File: config.mk
export PLATFORM = sky130hd
export DESIGN_NAME = serial_disp_wr
export DESIGN_NICKNAME = d
export VERILOG_FILES = /design/src/rtl/dispwr_pkg.sv /design/src/rtl/dispwr_shift_in.sv /design/src/rtl/dispwr_cmd_dec.sv /design/src/rtl/dispwr_addr_ctr.sv /design/src/rtl/serial_disp_wr.sv
export SDC_FILE = /design/constraint.sdc
export NUM_CORES = 1
export LEC_CHECK = 0
export BUFFER_PORTS_ARGS = -buffer_cell sky130_fd_sc_hd__buf_2
export CELL_PAD_IN_SITES_DETAIL_PLACEMENT = 0
export CELL_PAD_IN_SITES_GLOBAL_PLACEMENT = 1
export CORE_MARGIN = 2
export CORE_UTILIZATION = 29
export DETAILED_ROUTE_END_ITERATION = 10
export PLACE_DENSITY = 0.66
export SYNTH_ARGS = -nofsm -noshare
export SYNTH_HDL_FRONTEND = slang
export SYNTH_SLANG_ARGS = --single-unit
File: constraint.sdc
create_clock -name clk -period 2.1 [get_ports clk]
set_input_delay 0.21 -clock clk [delete_from_list [all_inputs] [get_ports clk]]
set_output_delay 0.21 -clock clk [all_outputs]
set_load 0.01 [all_outputs]
File: src/rtl/dispwr_pkg.sv
package dispwr_pkg;

    localparam int DEF_COLS  = 84;
    localparam int DEF_BANKS = 6;
    localparam int BYTE_W    = 8;
    localparam int BITCNT_W  = $clog2(BYTE_W);

    typedef enum logic [2:0] {
        OP_NONE,
        OP_FUNC,
        OP_DISP,
        OP_SETY,
        OP_SETX
    } op_e;

    typedef struct packed {
        logic pd;
        logic vert;
        logic ext;
    } func_t;

    typedef struct packed {
        logic d;
        logic e;
    } disp_t;

    typedef struct packed {
        logic              valid;
        logic              is_data;
        logic [BYTE_W-1:0] value;
    } byte_ev_t;

    // Command classification: function set is visible in both sets,
    // address and display commands only in the basic set.
    function automatic op_e classify(input logic [BYTE_W-1:0] b, input logic ext);
        op_e op;
        op = OP_NONE;
        if (b[7:3] == 5'b00100) begin
            op = OP_FUNC;
        end else if (!ext) begin
            if (b[7]) begin
                op = OP_SETX;
            end else if (b[7:3] == 5'b01000) begin
                op = OP_SETY;
            end else if (b[7:3] == 5'b00001 && !b[1]) begin
                op = OP_DISP;
            end
        end
        return op;
    endfunction

endpackage

File: src/rtl/dispwr_shift_in.sv
module dispwr_shift_in
    import dispwr_pkg::*;
(
    input  logic     clk,
    input  logic     rst,
    input  logic     ser_clk,
    input  logic     ser_din,
    input  logic     ser_cs_n,
    input  logic     ser_dc,
    output byte_ev_t ev
);

    localparam logic [BITCNT_W-1:0] LAST_BIT = BITCNT_W'(BYTE_W - 1);

    logic                clk_prev;
    logic                rise;
    logic [BITCNT_W-1:0] bit_cnt;
    logic [BYTE_W-2:0]   shreg;
    byte_ev_t            ev_q;

    assign rise = ser_clk & ~clk_prev;

    always_ff @(posedge clk) begin
        if (rst) begin
            clk_prev <= 1'b1;
            bit_cnt  <= '0;
            shreg    <= '0;
            ev_q     <= '0;
        end else begin
            clk_prev    <= ser_clk;
            ev_q.valid  <= 1'b0;
            if (ser_cs_n) begin
                bit_cnt <= '0;
            end else if (rise) begin
                if (bit_cnt == LAST_BIT) begin
                    ev_q.valid   <= 1'b1;
                    ev_q.is_data <= ser_dc;
                    ev_q.value   <= {shreg, ser_din};
                    bit_cnt      <= '0;
                end else begin
                    shreg   <= {shreg[BYTE_W-3:0], ser_din};
                    bit_cnt <= bit_cnt + 1'b1;
                end
            end
        end
    end

    assign ev = ev_q;

endmodule

File: src/rtl/dispwr_cmd_dec.sv
module dispwr_cmd_dec
    import dispwr_pkg::*;
(
    input  logic              clk,
    input  logic              rst,
    input  byte_ev_t          ev,
    output func_t             func,
    output disp_t             disp,
    output logic              wr_stb,
    output logic [BYTE_W-1:0] wr_data,
    output logic              load_x,
    output logic              load_y,
    output logic [6:0]        x_field,
    output logic [2:0]        y_field
);

    op_e   op;
    logic  cmd_ev;
    func_t func_q;
    disp_t disp_q;

    assign cmd_ev  = ev.valid & ~ev.is_data;
    assign op      = cmd_ev ? classify(ev.value, func_q.ext) : OP_NONE;

    assign wr_stb  = ev.valid & ev.is_data;
    assign wr_data = ev.value;
    assign load_x  = (op == OP_SETX);
    assign load_y  = (op == OP_SETY);
    assign x_field = ev.value[6:0];
    assign y_field = ev.value[2:0];

    always_ff @(posedge clk) begin
        if (rst) begin
            func_q <= '{pd: 1'b1, vert: 1'b0, ext: 1'b0};
            disp_q <= '{d: 1'b0, e: 1'b0};
        end else begin
            case (op)
                OP_FUNC: func_q <= '{pd: ev.value[2], vert: ev.value[1], ext: ev.value[0]};
                OP_DISP: disp_q <= '{d: ev.value[2], e: ev.value[0]};
                default: ;
            endcase
        end
    end

    assign func = func_q;
    assign disp = disp_q;

endmodule

File: src/rtl/dispwr_addr_ctr.sv
module dispwr_addr_ctr #(
    parameter int NUM_COLS  = dispwr_pkg::DEF_COLS,
    parameter int NUM_BANKS = dispwr_pkg::DEF_BANKS,
    localparam int COL_W    = $clog2(NUM_COLS),
    localparam int BANK_W   = $clog2(NUM_BANKS)
) (
    input  logic              clk,
    input  logic              rst,
    input  logic              step,
    input  logic              vert,
    input  logic              load_x,
    input  logic              load_y,
    input  logic [6:0]        x_field,
    input  logic [2:0]        y_field,
    output logic [COL_W-1:0]  col,
    output logic [BANK_W-1:0] bank
);

    localparam logic [COL_W-1:0]  COL_LAST  = COL_W'(NUM_COLS - 1);
    localparam logic [BANK_W-1:0] BANK_LAST = BANK_W'(NUM_BANKS - 1);

    logic [COL_W-1:0]  col_q;
    logic [BANK_W-1:0] bank_q;
    logic [COL_W-1:0]  col_inc;
    logic [BANK_W-1:0] bank_inc;
    logic              col_wrap;
    logic              bank_wrap;

    assign col_wrap  = (col_q == COL_LAST);
    assign bank_wrap = (bank_q == BANK_LAST);
    assign col_inc   = col_wrap  ? '0 : col_q + 1'b1;
    assign bank_inc  = bank_wrap ? '0 : bank_q + 1'b1;

    always_ff @(posedge clk) begin
        if (rst) begin
            col_q  <= '0;
            bank_q <= '0;
        end else if (step) begin
            if (!vert) begin
                col_q <= col_inc;
                if (col_wrap) bank_q <= bank_inc;
            end else begin
                bank_q <= bank_inc;
                if (bank_wrap) col_q <= col_inc;
            end
        end else begin
            if (load_x) col_q  <= (int'(x_field) < NUM_COLS)  ? COL_W'(x_field)  : '0;
            if (load_y) bank_q <= (int'(y_field) < NUM_BANKS) ? BANK_W'(y_field) : '0;
        end
    end

    assign col  = col_q;
    assign bank = bank_q;

endmodule

File: src/rtl/serial_disp_wr.sv
module serial_disp_wr
    import dispwr_pkg::*;
#(
    parameter int NUM_COLS  = DEF_COLS,
    parameter int NUM_BANKS = DEF_BANKS,
    localparam int COL_W    = $clog2(NUM_COLS),
    localparam int BANK_W   = $clog2(NUM_BANKS)
) (
    input  logic              clk,
    input  logic              rst,
    input  logic              ser_clk,
    input  logic              ser_din,
    input  logic              ser_cs_n,
    input  logic              ser_dc,
    output logic              mem_we,
    output logic [BANK_W-1:0] mem_bank,
    output logic [COL_W-1:0]  mem_col,
    output logic [BYTE_W-1:0] mem_wdata,
    output logic              pwr_down,
    output logic              vert_mode,
    output logic              ext_set,
    output logic              disp_d,
    output logic              disp_e
);

    byte_ev_t   ev;
    func_t      func;
    disp_t      disp;
    logic       wr_stb;
    logic       load_x;
    logic       load_y;
    logic [6:0] x_field;
    logic [2:0] y_field;

    dispwr_shift_in u_shift (
        .clk      (clk),
        .rst      (rst),
        .ser_clk  (ser_clk),
        .ser_din  (ser_din),
        .ser_cs_n (ser_cs_n),
        .ser_dc   (ser_dc),
        .ev       (ev)
    );

    dispwr_cmd_dec u_dec (
        .clk     (clk),
        .rst     (rst),
        .ev      (ev),
        .func    (func),
        .disp    (disp),
        .wr_stb  (wr_stb),
        .wr_data (mem_wdata),
        .load_x  (load_x),
        .load_y  (load_y),
        .x_field (x_field),
        .y_field (y_field)
    );

    dispwr_addr_ctr #(
        .NUM_COLS  (NUM_COLS),
        .NUM_BANKS (NUM_BANKS)
    ) u_addr (
        .clk     (clk),
        .rst     (rst),
        .step    (wr_stb),
        .vert    (func.vert),
        .load_x  (load_x),
        .load_y  (load_y),
        .x_field (x_field),
        .y_field (y_field),
        .col     (mem_col),
        .bank    (mem_bank)
    );

    assign mem_we    = wr_stb;
    assign pwr_down  = func.pd;
    assign vert_mode = func.vert;
    assign ext_set   = func.ext;
    assign disp_d    = disp.d;
    assign disp_e    = disp.e;

endmodule

==> metrics <==
number of cell rows=28; Setup Viol. Count Final=0; count of input and output buffers=29; Pre-antenna DRT Iters=4; largest net degree at the start of global routing=31; Remaining DRCs=0; DIE AREA=about 0.0069 sq mm; Critical Path RT=between 2 and 2.5 ns; largest delay contributor family on the critical path=simple AND/OR/NAND/NOR gates; I/O pin count=30; most frequent cells in the layout=nand2_1, dfxtp_1, a21oi_1; DP Wirelength=approximately 3300 um; met2 GRT Util=0.207; IR drop worst, VDD=260 uV; fin crit share=0.910; Initial Utilization=0.302; RSZ-0062 raised after global routing=false; final net count=256; syn_area_per_cell=8.31 sq um; FF-to-FF Start=u_shift.ev[3]$_SDFFE_PP0P_; critical path class=reg2reg; cell area after placement=0.00203 sq mm; Post-CTS Setup Inserts=0; Total GRT Usage=0.133; layout cells sized above 1=0.218; CP peak stage delay=0.53 ns; status=finished, final reports clean; CP max FO=7; FF+latch count, synth=36; ys flop type=dfxtp_1; Yosys Warn Count=0; Detailed Route Iter0 Violations=48; most common cell after layout, fill and taps aside=nand2_1; post-synth net total=227; critical path startpoint=u_shift.ev[3]$_SDFFE_PP0P_; vias per cell=about 5.0; final hold vios=0; Setup crit end kind=register; grt total ovfl=0; final instance area=0.00213 sq mm; slowest stage cell, crit path=or3b_2; routed length per instance=14.1 um; fill count=650; Clock Skew=0.00949 ns; register area=721 sq um; multi-input logic area=a little under 0.001 sq mm; Slew Limit Fails=0; die width=83.0 um; post-cts sizing count=0; first-pass GRT wire length=between 7000 and 8000 um; Post-Syn Area=between 0.0015 and 0.002 sq mm; Worst EP arrival=between 2 and 2.5 ns; antenna-violating nets left=0; Synth-to-Final Area Change=17.4%; max_cap viols=0; EDFF count, synth=0; TritonCTS buffer count=5; worst slew pin tran=0.707 ns; Final GP Congestion=around 0.85; met1 GRT Util=0.179; largest cells by area after synthesis=dfxtp_1, a21oi_1, nand2_1, buf_4, nor2b_1; LEAKAGE=between 0.8 and 0.9 nW; core area=between 0.005 and 0.006 sq mm; vias in the first global route=1576; initial antenna violation count=0; hold_buf cts=0; Max-slew headroom=0.525; clock root cell=clkbuf_8; TritonCTS clock tree=built; Tmin final=1.91 ns; Max Fclk=about 520 MHz; Yosys cell types=43; area share of the largest cell type after synthesis=0.398; clock tree buffer depth=2; asr flop ratio synth=0; busiest layer in global routing=met2; HP Start=ser_clk; CTS Sinks=36; Worst-Skew Late Latency=0.29 ns; Hold Crit Class=in2reg; register area share after synthesis=0.398; CP Buf/Inv Count=0; number of diodes=0; worst-path cell chain=or3b_2, a2111oi_4, a2bb2oi_2, mux2_1; via count=1612; Setup crit start kind=register; met3 Track Usage GR=0.0348; die height=83.0 um; Setup TNS Final=0 ns; clock transition at the registers of the reported paths=0.07 ns; DRT Wirelength=around 4500 um; power per cell area=581 mW/mm^2; H-tree depth reported by CTS=2; Synth area leader=dfxtp_1; cells after synthesis=218
-- layout make-up --
class	count	area share
multi-input cells	160	0.461
flip-flops and latches	36	0.339
repair buffers	39	0.104
well taps	75	0.0441
clock buffers	7	0.0406
inverters	5	0.00882
clock inverters	1	0.00353
-- flip-flops by register name, indices dropped and copies added, names as in the netlist --
| name | count |
|---|---|
| u_addr.bank | 3 |
| u_addr.col | 7 |
| u_dec.disp | 2 |
| u_dec.func | 3 |
| u_shift.bit_cnt | 3 |
| u_shift.clk_prev | 1 |
| u_shift.ev | 10 |
| u_shift.shreg | 7 |
-- layer usage --
metal / vias to the layer above / wire (um)
met5: - / 0
met4: 0 / 54
met3: 5 / 193
met2: 27 / 2030
met1: 752 / 2270
li1: 828 / -
-- Yosys cell counts (all sizes together), types with 3 or more instances --
cell	number
nand2	38
dfxtp	36
a21oi	30
clkbuf	9
nor2b	9
buf	8
nor3	8
o21ai	8
nand2b	7
nand3	7
inv	5
mux2i	5
nor2	4
ha	3
mux2	3
nor3b	3
o32ai	3
-- worst paths after layout --
kind              slack [ns]  cells after the start                            end
hold reg to reg         0.46                      2  u_shift.shreg[6]$_SDFFE_PP0P_
setup / recovery        0.19                      4    u_addr.bank[0]$_SDFFE_PP0P_
setup reg to reg        0.19                      4    u_addr.bank[0]$_SDFFE_PP0P_
hold / removal          0.12                      2    u_shift.clk_prev$_SDFF_PP1_
-- stage by stage --
step	hold WS, ns	utilization	setup WS (ns)	std cells	total power (W)
6_report	0.120	0.355	0.188	323	0.00124
5_1_grt	0.113	0.355	0.0426	323	0.00130
4_1_cts	0.114	0.355	0.182	323	0.00126
3_5_place_dp	0.418	0.339	0.188	315	0.000731
3_3_place_gp	0.415	0.339	0.234	315	0.000732
2_1_floorplan	0.289	-	0.290	218	0.000718
-- report_power, final --
group	leakage, nW	switching (W)	internal [W]
Sequential	0.290	0.000000835	0.000684
Combinational	0.469	0.0000211	0.00000971
Clock	0.0445	0.000253	0.000267
Total	0.803	0.000275	0.000960
-- cells by family (layout without fill, tap and decap cells) --
| group | count (synthesis) | after routing | share of synthesized area |
|---|---|---|---|
| compound gates | 56 | 56 | 0.202 |
| buf+inv | 22 | 52 | 0.0622 |
| mux | 8 | 8 | 0.0463 |
| simple gates | 93 | 93 | 0.271 |
| fa+ha+maj | 3 | 3 | 0.0207 |
| flops | 36 | 36 | 0.398 |
No activity file was read; power rests on OpenSTA's default activity.
